$ cat src/rtl/rs_pkg.sv
package rs_pkg;
  // default geometry shared by the station and its checker
  localparam int RS_ENTRIES = 4;
  localparam int RS_NSRC    = 2;
  localparam int RS_TAG_W   = 4;
  localparam int RS_DATA_W  = 16;
  localparam int RS_OP_W    = 4;
endpackage

$ cat src/rtl/rs_prio_pick.sv
module rs_prio_pick #(
  parameter int N = 4
) (
  input  logic [N-1:0] req,
  output logic [N-1:0] gnt,
  output logic         any
);
  always_comb begin
    logic found;
    found = 1'b0;
    gnt   = '0;
    for (int i = 0; i < N; i++) begin
      if (req[i] && !found) begin
        gnt[i] = 1'b1;
        found  = 1'b1;
      end
    end
    any = found;
  end
endmodule

$ cat src/rtl/rs_entry.sv
module rs_entry #(
  parameter int NSRC   = 2,
  parameter int TAG_W  = 4,
  parameter int DATA_W = 16,
  parameter int OP_W   = 4
) (
  input  logic                   clk,
  input  logic                   rst,
  input  logic                   alloc,
  input  logic [OP_W-1:0]        d_op,
  input  logic [TAG_W-1:0]       d_dst,
  input  logic [NSRC-1:0]        d_rdy,
  input  logic [NSRC*TAG_W-1:0]  d_tag,
  input  logic [NSRC*DATA_W-1:0] d_data,
  input  logic                   bc_valid,
  input  logic [TAG_W-1:0]       bc_tag,
  input  logic [DATA_W-1:0]      bc_data,
  input  logic                   release_i,
  output logic                   valid,
  output logic                   ready,
  output logic [OP_W-1:0]        op,
  output logic [TAG_W-1:0]       dst,
  output logic [NSRC*DATA_W-1:0] data
);
  logic [NSRC-1:0] src_rdy;

  always_ff @(posedge clk) begin
    if (rst) begin
      valid <= 1'b0;
      op    <= '0;
      dst   <= '0;
    end else if (alloc) begin
      valid <= 1'b1;
      op    <= d_op;
      dst   <= d_dst;
    end else if (release_i) begin
      valid <= 1'b0;
    end
  end

  for (genvar s = 0; s < NSRC; s++) begin : g_src
    logic [TAG_W-1:0]  tag_q;
    logic [DATA_W-1:0] val_q;
    logic [TAG_W-1:0]  new_tag;
    logic              hit_new;
    logic              hit_old;

    assign new_tag = d_tag[s*TAG_W +: TAG_W];
    assign hit_new = bc_valid && (bc_tag == new_tag);
    assign hit_old = bc_valid && (bc_tag == tag_q);

    always_ff @(posedge clk) begin
      if (rst) begin
        src_rdy[s] <= 1'b0;
        tag_q      <= '0;
        val_q      <= '0;
      end else if (alloc) begin
        tag_q <= new_tag;
        if (d_rdy[s]) begin
          src_rdy[s] <= 1'b1;
          val_q      <= d_data[s*DATA_W +: DATA_W];
        end else if (hit_new) begin
          src_rdy[s] <= 1'b1;
          val_q      <= bc_data;
        end else begin
          src_rdy[s] <= 1'b0;
        end
      end else if (valid && !src_rdy[s] && hit_old) begin
        src_rdy[s] <= 1'b1;
        val_q      <= bc_data;
      end
    end

    assign data[s*DATA_W +: DATA_W] = val_q;
  end

  assign ready = valid && (&src_rdy);
endmodule

$ cat src/rtl/rs_issue_reg.sv
module rs_issue_reg #(
  parameter int ENTRIES = 4,
  parameter int NSRC    = 2,
  parameter int TAG_W   = 4,
  parameter int DATA_W  = 16,
  parameter int OP_W    = 4
) (
  input  logic                                 clk,
  input  logic                                 rst,
  input  logic [ENTRIES-1:0]                   grant,
  input  logic                                 grant_any,
  input  logic [ENTRIES-1:0][OP_W-1:0]         ent_op,
  input  logic [ENTRIES-1:0][TAG_W-1:0]        ent_dst,
  input  logic [ENTRIES-1:0][NSRC*DATA_W-1:0]  ent_data,
  input  logic                                 iss_ready,
  output logic                                 take,
  output logic                                 iss_valid,
  output logic [OP_W-1:0]                      iss_op,
  output logic [TAG_W-1:0]                     iss_dst,
  output logic [NSRC*DATA_W-1:0]               iss_data
);
  logic [OP_W-1:0]        m_op;
  logic [TAG_W-1:0]       m_dst;
  logic [NSRC*DATA_W-1:0] m_data;
  logic                   slot_free;

  // one-hot AND-OR mux from the granted slot
  always_comb begin
    m_op   = '0;
    m_dst  = '0;
    m_data = '0;
    for (int i = 0; i < ENTRIES; i++) begin
      if (grant[i]) begin
        m_op   = m_op   | ent_op[i];
        m_dst  = m_dst  | ent_dst[i];
        m_data = m_data | ent_data[i];
      end
    end
  end

  assign slot_free = !iss_valid || iss_ready;
  assign take      = grant_any && slot_free;

  always_ff @(posedge clk) begin
    if (rst) begin
      iss_valid <= 1'b0;
      iss_op    <= '0;
      iss_dst   <= '0;
      iss_data  <= '0;
    end else if (slot_free) begin
      iss_valid <= grant_any;
      if (grant_any) begin
        iss_op   <= m_op;
        iss_dst  <= m_dst;
        iss_data <= m_data;
      end
    end
  end
endmodule

$ cat src/rtl/rs_dcap_top.sv
module rs_dcap_top #(
  parameter int ENTRIES = rs_pkg::RS_ENTRIES,
  parameter int NSRC    = rs_pkg::RS_NSRC,
  parameter int TAG_W   = rs_pkg::RS_TAG_W,
  parameter int DATA_W  = rs_pkg::RS_DATA_W,
  parameter int OP_W    = rs_pkg::RS_OP_W
) (
  input  logic                   clk,
  input  logic                   rst,
  input  logic                   dis_valid,
  output logic                   dis_ready,
  input  logic [OP_W-1:0]        dis_op,
  input  logic [TAG_W-1:0]       dis_dst,
  input  logic [NSRC-1:0]        dis_src_rdy,
  input  logic [NSRC*TAG_W-1:0]  dis_src_tag,
  input  logic [NSRC*DATA_W-1:0] dis_src_data,
  input  logic                   bc_valid,
  input  logic [TAG_W-1:0]       bc_tag,
  input  logic [DATA_W-1:0]      bc_data,
  output logic                   iss_valid,
  input  logic                   iss_ready,
  output logic [OP_W-1:0]        iss_op,
  output logic [TAG_W-1:0]       iss_dst,
  output logic [NSRC*DATA_W-1:0] iss_src_data
);
  localparam int SRC_DW = NSRC * DATA_W;

  logic [ENTRIES-1:0]                ent_valid;
  logic [ENTRIES-1:0]                ent_rdy;
  logic [ENTRIES-1:0][OP_W-1:0]      ent_op;
  logic [ENTRIES-1:0][TAG_W-1:0]     ent_dst;
  logic [ENTRIES-1:0][SRC_DW-1:0]    ent_data;
  logic [ENTRIES-1:0]                free_gnt;
  logic                              free_any;
  logic [ENTRIES-1:0]                sel_grant;
  logic                              sel_any;
  logic                              take;
  logic [ENTRIES-1:0]                rel_mask;
  logic                              dis_fire;

  rs_prio_pick #(.N(ENTRIES)) u_alloc (
    .req (~ent_valid),
    .gnt (free_gnt),
    .any (free_any)
  );

  assign dis_ready = free_any;
  assign dis_fire  = dis_valid && free_any;

  rs_prio_pick #(.N(ENTRIES)) u_select (
    .req (ent_rdy),
    .gnt (sel_grant),
    .any (sel_any)
  );

  assign rel_mask = sel_grant & {ENTRIES{take}};

  for (genvar i = 0; i < ENTRIES; i++) begin : g_ent
    rs_entry #(
      .NSRC(NSRC), .TAG_W(TAG_W), .DATA_W(DATA_W), .OP_W(OP_W)
    ) u_ent (
      .clk       (clk),
      .rst       (rst),
      .alloc     (dis_fire && free_gnt[i]),
      .d_op      (dis_op),
      .d_dst     (dis_dst),
      .d_rdy     (dis_src_rdy),
      .d_tag     (dis_src_tag),
      .d_data    (dis_src_data),
      .bc_valid  (bc_valid),
      .bc_tag    (bc_tag),
      .bc_data   (bc_data),
      .release_i (rel_mask[i]),
      .valid     (ent_valid[i]),
      .ready     (ent_rdy[i]),
      .op        (ent_op[i]),
      .dst       (ent_dst[i]),
      .data      (ent_data[i])
    );
  end

  rs_issue_reg #(
    .ENTRIES(ENTRIES), .NSRC(NSRC), .TAG_W(TAG_W), .DATA_W(DATA_W), .OP_W(OP_W)
  ) u_issue (
    .clk       (clk),
    .rst       (rst),
    .grant     (sel_grant),
    .grant_any (sel_any),
    .ent_op    (ent_op),
    .ent_dst   (ent_dst),
    .ent_data  (ent_data),
    .iss_ready (iss_ready),
    .take      (take),
    .iss_valid (iss_valid),
    .iss_op    (iss_op),
    .iss_dst   (iss_dst),
    .iss_data  (iss_src_data)
  );
endmodule

$ cat config.mk
export PLATFORM = sky130hd
export DESIGN_NAME = rs_dcap_top
export DESIGN_NICKNAME = d
export VERILOG_FILES = /design/src/rtl/rs_pkg.sv /design/src/rtl/rs_prio_pick.sv /design/src/rtl/rs_entry.sv /design/src/rtl/rs_issue_reg.sv /design/src/rtl/rs_dcap_top.sv
export SDC_FILE = /design/constraint.sdc
export NUM_CORES = 1
export LEC_CHECK = 0
export ABC_AREA = 1
export BUFFER_PORTS_ARGS = -buffer_cell sky130_fd_sc_hd__buf_2
export CAP_MARGIN = 20
export CORE_MARGIN = 5
export CORE_UTILIZATION = 40
export DETAILED_ROUTE_END_ITERATION = 12
export PLACE_DENSITY = 0.56
export SYNTH_ARGS = -nofsm -noshare
export SYNTH_HDL_FRONTEND = slang
export SYNTH_SLANG_ARGS = --single-unit
$ cat constraint.sdc
create_clock -name clk -period 1.8 [get_ports clk]
set_input_delay 0.09 -clock clk [delete_from_list [all_inputs] [get_ports clk]]
set_output_delay 0.09 -clock clk [all_outputs]
set_load 0.1 [all_outputs]
==> impl_metrics.py <==
metrics = {
    "worst_setup_path": {
        "cp_common_cell": "nor2_1",
        "cpMaxStageDelayCell": "dfxtp_2",
        "crit_family": "simple AND/OR/NAND/NOR gates",
        "cpPeakStageDelay_ns": 0.37,
        "cp.arrival_ns": 2.09,
        "rr_endpoint": "g_ent[0].u_ent.g_src[1].val_q[12]$_SDFFE_PP0P_",
        "reg2reg_slack_ns": 0.14,
        "path_cells": "buf_4 > nor2_8 > buf_12 > nor2_1 > a21oi_1 > nand3_1 > nand2_1 > nor2_1",
        "crit_path_end_kind": "flip-flop",
        "r2r_start": "g_ent[0].u_ent.valid$_SDFFE_PP0P_",
        "cp_max_fo": 26,
        "path_buf_inv": 2,
        "required_ns": 2.23,
        "worstSetupPathType": "flip-flop to flip-flop",
        "worst_setup_path_start_kind": "flip-flop",
        "r2r.worst_path.cells": 8,
    },
    "cts": {
        "clockBufferDepth": 3,
        "cts_buffers": 29,
        "clk_pin_slew_ns": 0.06,
        "insertion_delay_ns": 0.55,
        "post_cts_buffers": 0,
        "htreeDepth": 1,
        "cts.sinks": 245,
        "cts_tree": "built",
        "cts_root_buffer": "clkbuf_16",
    },
    "sta": {
        "slew_viol_final": 0,
        "hold_viol": 0,
        "timing.hold.ws_ns": 0.09335,
        "max_slew_margin": 0.6358,
        "fmax_mhz": 601.2,
        "post-route-min-period_ns": 1.663,
        "worst_slew_pin_slew_ns": 0.5501,
        "setup_tns_ns": 0,
        "rsz0062_at_grt": "false",
        "finClkSkew_ns": 0.01830,
        "period_share": 0.9240,
        "finalSetupViolations": 0,
    },
    "floorplan": {
        "die_area_um2": 35990,
        "initial_core_util": 0.4073,
        "core_um2": 31720,
        "die_h_um": 189.7,
        "die_x_um": 189.7,
        "rows": 65,
        "pin_count": 117,
    },
    "global_routing": {
        "grt_pass1_wl_mm": 70.97,
        "grt_pass1_vias": 12600,
        "grt_max_degree": 87,
        "antenna_found_initial": 0,
        "grt.total_usage": 0.2453,
        "grt-ovfl-total": 0,
    },
    "synth": {
        "synth_warnings": 0,
        "synth_area_um2": 12920,
        "syn-mean-instance-area_um2": 6.639,
        "synth_nets": 2021,
        "ys_seq_elements": 245,
        "ys_types": 31,
        "postSynthCellCount": 1946,
        "synth-seq-area-share": 0.3797,
    },
    "drt": {
        "vias": 13100,
        "drtPass1Iterations": 5,
        "vias_per_cell": 5.333,
        "drt_wl_total_mm": 45.25,
        "drc": 0,
        "wl_per_cell_um": 18.42,
        "drt-initial-drc-count": 1051,
        "ant_nets": 0,
    },
    "placed_design": {
        "port-buffer-count": 116,
        "hpwl_mm": 32.59,
        "gp_congestion": 0.8895,
    },
    "hold_path": {
        "min_to": "g_ent[1].u_ent.g_src[1].val_q[9]$_SDFFE_PP0P_",
        "whs_path_depth": 7,
        "min_from": "bc_data[9]",
        "hold_path_class": "input port to flip-flop",
    },
    "finish": {
        "fin_util": 0.4806,
        "diodes": 0,
        "drive_gt1_frac": 0.1314,
        "nets": 2111,
        "areaGrowthSynthToFinish_pct": 18.00,
    },
    "outcome": {
        "status": "finished clean",
    },
    "flow_run": {
        "cap_viol_max_count": 0,
    },
    "power": {
        "leakage_nw": 6.941,
        "max-vdd-ir-drop_v": 0.0006594,
        "pwr_density_cell_nw_per_um2": 884.5,
    },
}
-- synth_stat cells --
| cell type | instances | area [um2] |
|---|---|---|
| nand3b_1 | 7 | 52.55 |
| nand3_1 | 170 | 850.8 |
| inv_2 | 10 | 37.54 |
| inv_1 | 216 | 810.8 |
| inv_4 | 1 | 6.260 |
| buf_4 | 18 | 135.1 |
| o22ai_1 | 8 | 50.05 |
| xor2_1 | 18 | 157.7 |
| o21ai_1 | 29 | 145.1 |
| nor2_1 | 240 | 900.9 |
| buf_1 | 2 | 7.510 |
| nand3_2 | 1 | 10.01 |
| xnor2_1 | 8 | 70.07 |
| o221ai_1 | 1 | 8.760 |
| dfxtp_1 | 245 | 4905 |
| a31oi_1 | 1 | 6.260 |
| nor2_8 | 1 | 20.02 |
| buf_2 | 65 | 325.3 |
| o211ai_1 | 1 | 7.510 |
| nor3_1 | 1 | 5.000 |
| nand2_1 | 268 | 1006 |
| nand2_4 | 2 | 22.52 |
| buf_6 | 20 | 225.2 |
| nor2_2 | 1 | 6.260 |
| nand4_2 | 1 | 12.51 |
| o21ai_0 | 209 | 1046 |
| nand2_2 | 8 | 50.05 |
| a21oi_1 | 341 | 1707 |
| o21bai_1 | 6 | 45.04 |
| nand3_4 | 8 | 140.1 |
| clkbuf_1 | 39 | 146.4 |
-- worst min-delay path, stage by stage --
cell and delay, ns:
buf_2 0.12, nand2_1 0.06, inv_1 0.06, a21oi_1 0.06, nand3_1 0.08, nand2_1 0.04, nor2_1 0.07
-- where the power goes --
group	internal, mW	leakage (nW)	switching [mW]
logic	0.616	4.48	1.21
registers	5.64	1.99	0.114
clock network	3.58	0.467	2.32
total	9.84	6.94	3.64
-- worst max-delay path by stage --
stage,startpoint,end,slack (ns),cells after the start
4_1_cts,g_ent[0].u_ent.valid$_SDFFE_PP0P_,dis_ready,0.03,4
2_1_floorplan,u_issue.iss_valid$_SDFFE_PP0P_,u_issue.iss_data[0]$_SDFFE_PP0N_,0.28,8
6_report,g_ent[0].u_ent.valid$_SDFFE_PP0P_,g_ent[0].u_ent.g_src[1].val_q[12]$_SDFFE_PP0P_,0.14,8
3_5_place_dp,g_ent[0].u_ent.valid$_SDFFE_PP0P_,g_ent[3].u_ent.g_src[0].val_q[14]$_SDFFE_PP0P_,0.05,9
5_1_grt,g_ent[2].u_ent.src_rdy[1]$_SDFFE_PP0P_,u_issue.iss_data[30]$_SDFFE_PP0N_,0.02,9
3_3_place_gp,g_ent[1].u_ent.valid$_SDFFE_PP0P_,g_ent[3].u_ent.g_src[0].val_q[14]$_SDFFE_PP0P_,0.08,9
-- flip-flops by register name, indices dropped and copies added (netlist names) --
name / count
g_ent.u_ent.g_src.val_q: 128
g_ent.u_ent.g_src.tag_q: 32
u_issue.iss_data: 32
g_ent.u_ent.dst: 16
g_ent.u_ent.op: 16
g_ent.u_ent.src_rdy: 8
g_ent.u_ent.valid: 4
u_issue.iss_dst: 4
u_issue.iss_op: 4
u_issue.iss_valid: 1
-- layer usage --
metal,global-route usage,share of wire,wire [um],vias to the layer above
met5,0,0,0,-
met4,0.08208,0.035,1567,0
met3,0.03083,0.050,2261,78
met2,0.4247,0.48,21610,368
met1,0.3176,0.44,19810,6140
li1,-,-,-,6518
-- area by class of cell --
type | instances | area [um2]
inverters | 227 | 859.6
clock buffers | 42 | 864.6
clock inverters | 8 | 97.59
flip-flops and latches | 245 | 4908
well taps | 402 | 503.0
repair buffers | 203 | 1682
multi-input cells | 1330 | 6330
fillers | 3283 | 16470
-- cells by family after synthesis --
kind of cell | share of synthesized area
XOR/XNOR | 0.01763
buffers and inverters | 0.1311
AO/OA/AOI/OAI | 0.2334
flip-flops | 0.3797
AND/OR/NAND/NOR | 0.2382
-- cells in the final DEF (no fill, tap or decap), types with 9 or more instances in the layout --
cell type,count
buf_12,32
xor2_1,18
dfxtp_1,242
buf_2,116
inv_1,215
nand3_1,170
a21oi_1,341
nand2_1,267
dlygate4sd3_1,19
o21ai_0,207
o21ai_1,31
clkbuf_16,29
nor2_1,239
inv_2,10
clkbuf_8,9
nand2_2,9
buf_4,36
-- repair_timing --
action,in CTS,in global routing
hold buffers,19,0
gates resized for setup,0,4
endpoints found under the setup margin,0,72
endpoints found under the hold margin,69,0
-- through the flow --
stage,area (um2),setup slack [ns],cells,power (mW)
floorplan,12920,0.2800,1946,7.040
global placement,14090,0.08343,2388,7.645
CTS,15240,0.03400,2457,13.58
detailed placement,14090,0.05455,2388,7.660
finish,15240,0.1368,2457,13.48
global route,15240,0.02361,2457,14.07
Power figures use the tool's default switching activity.
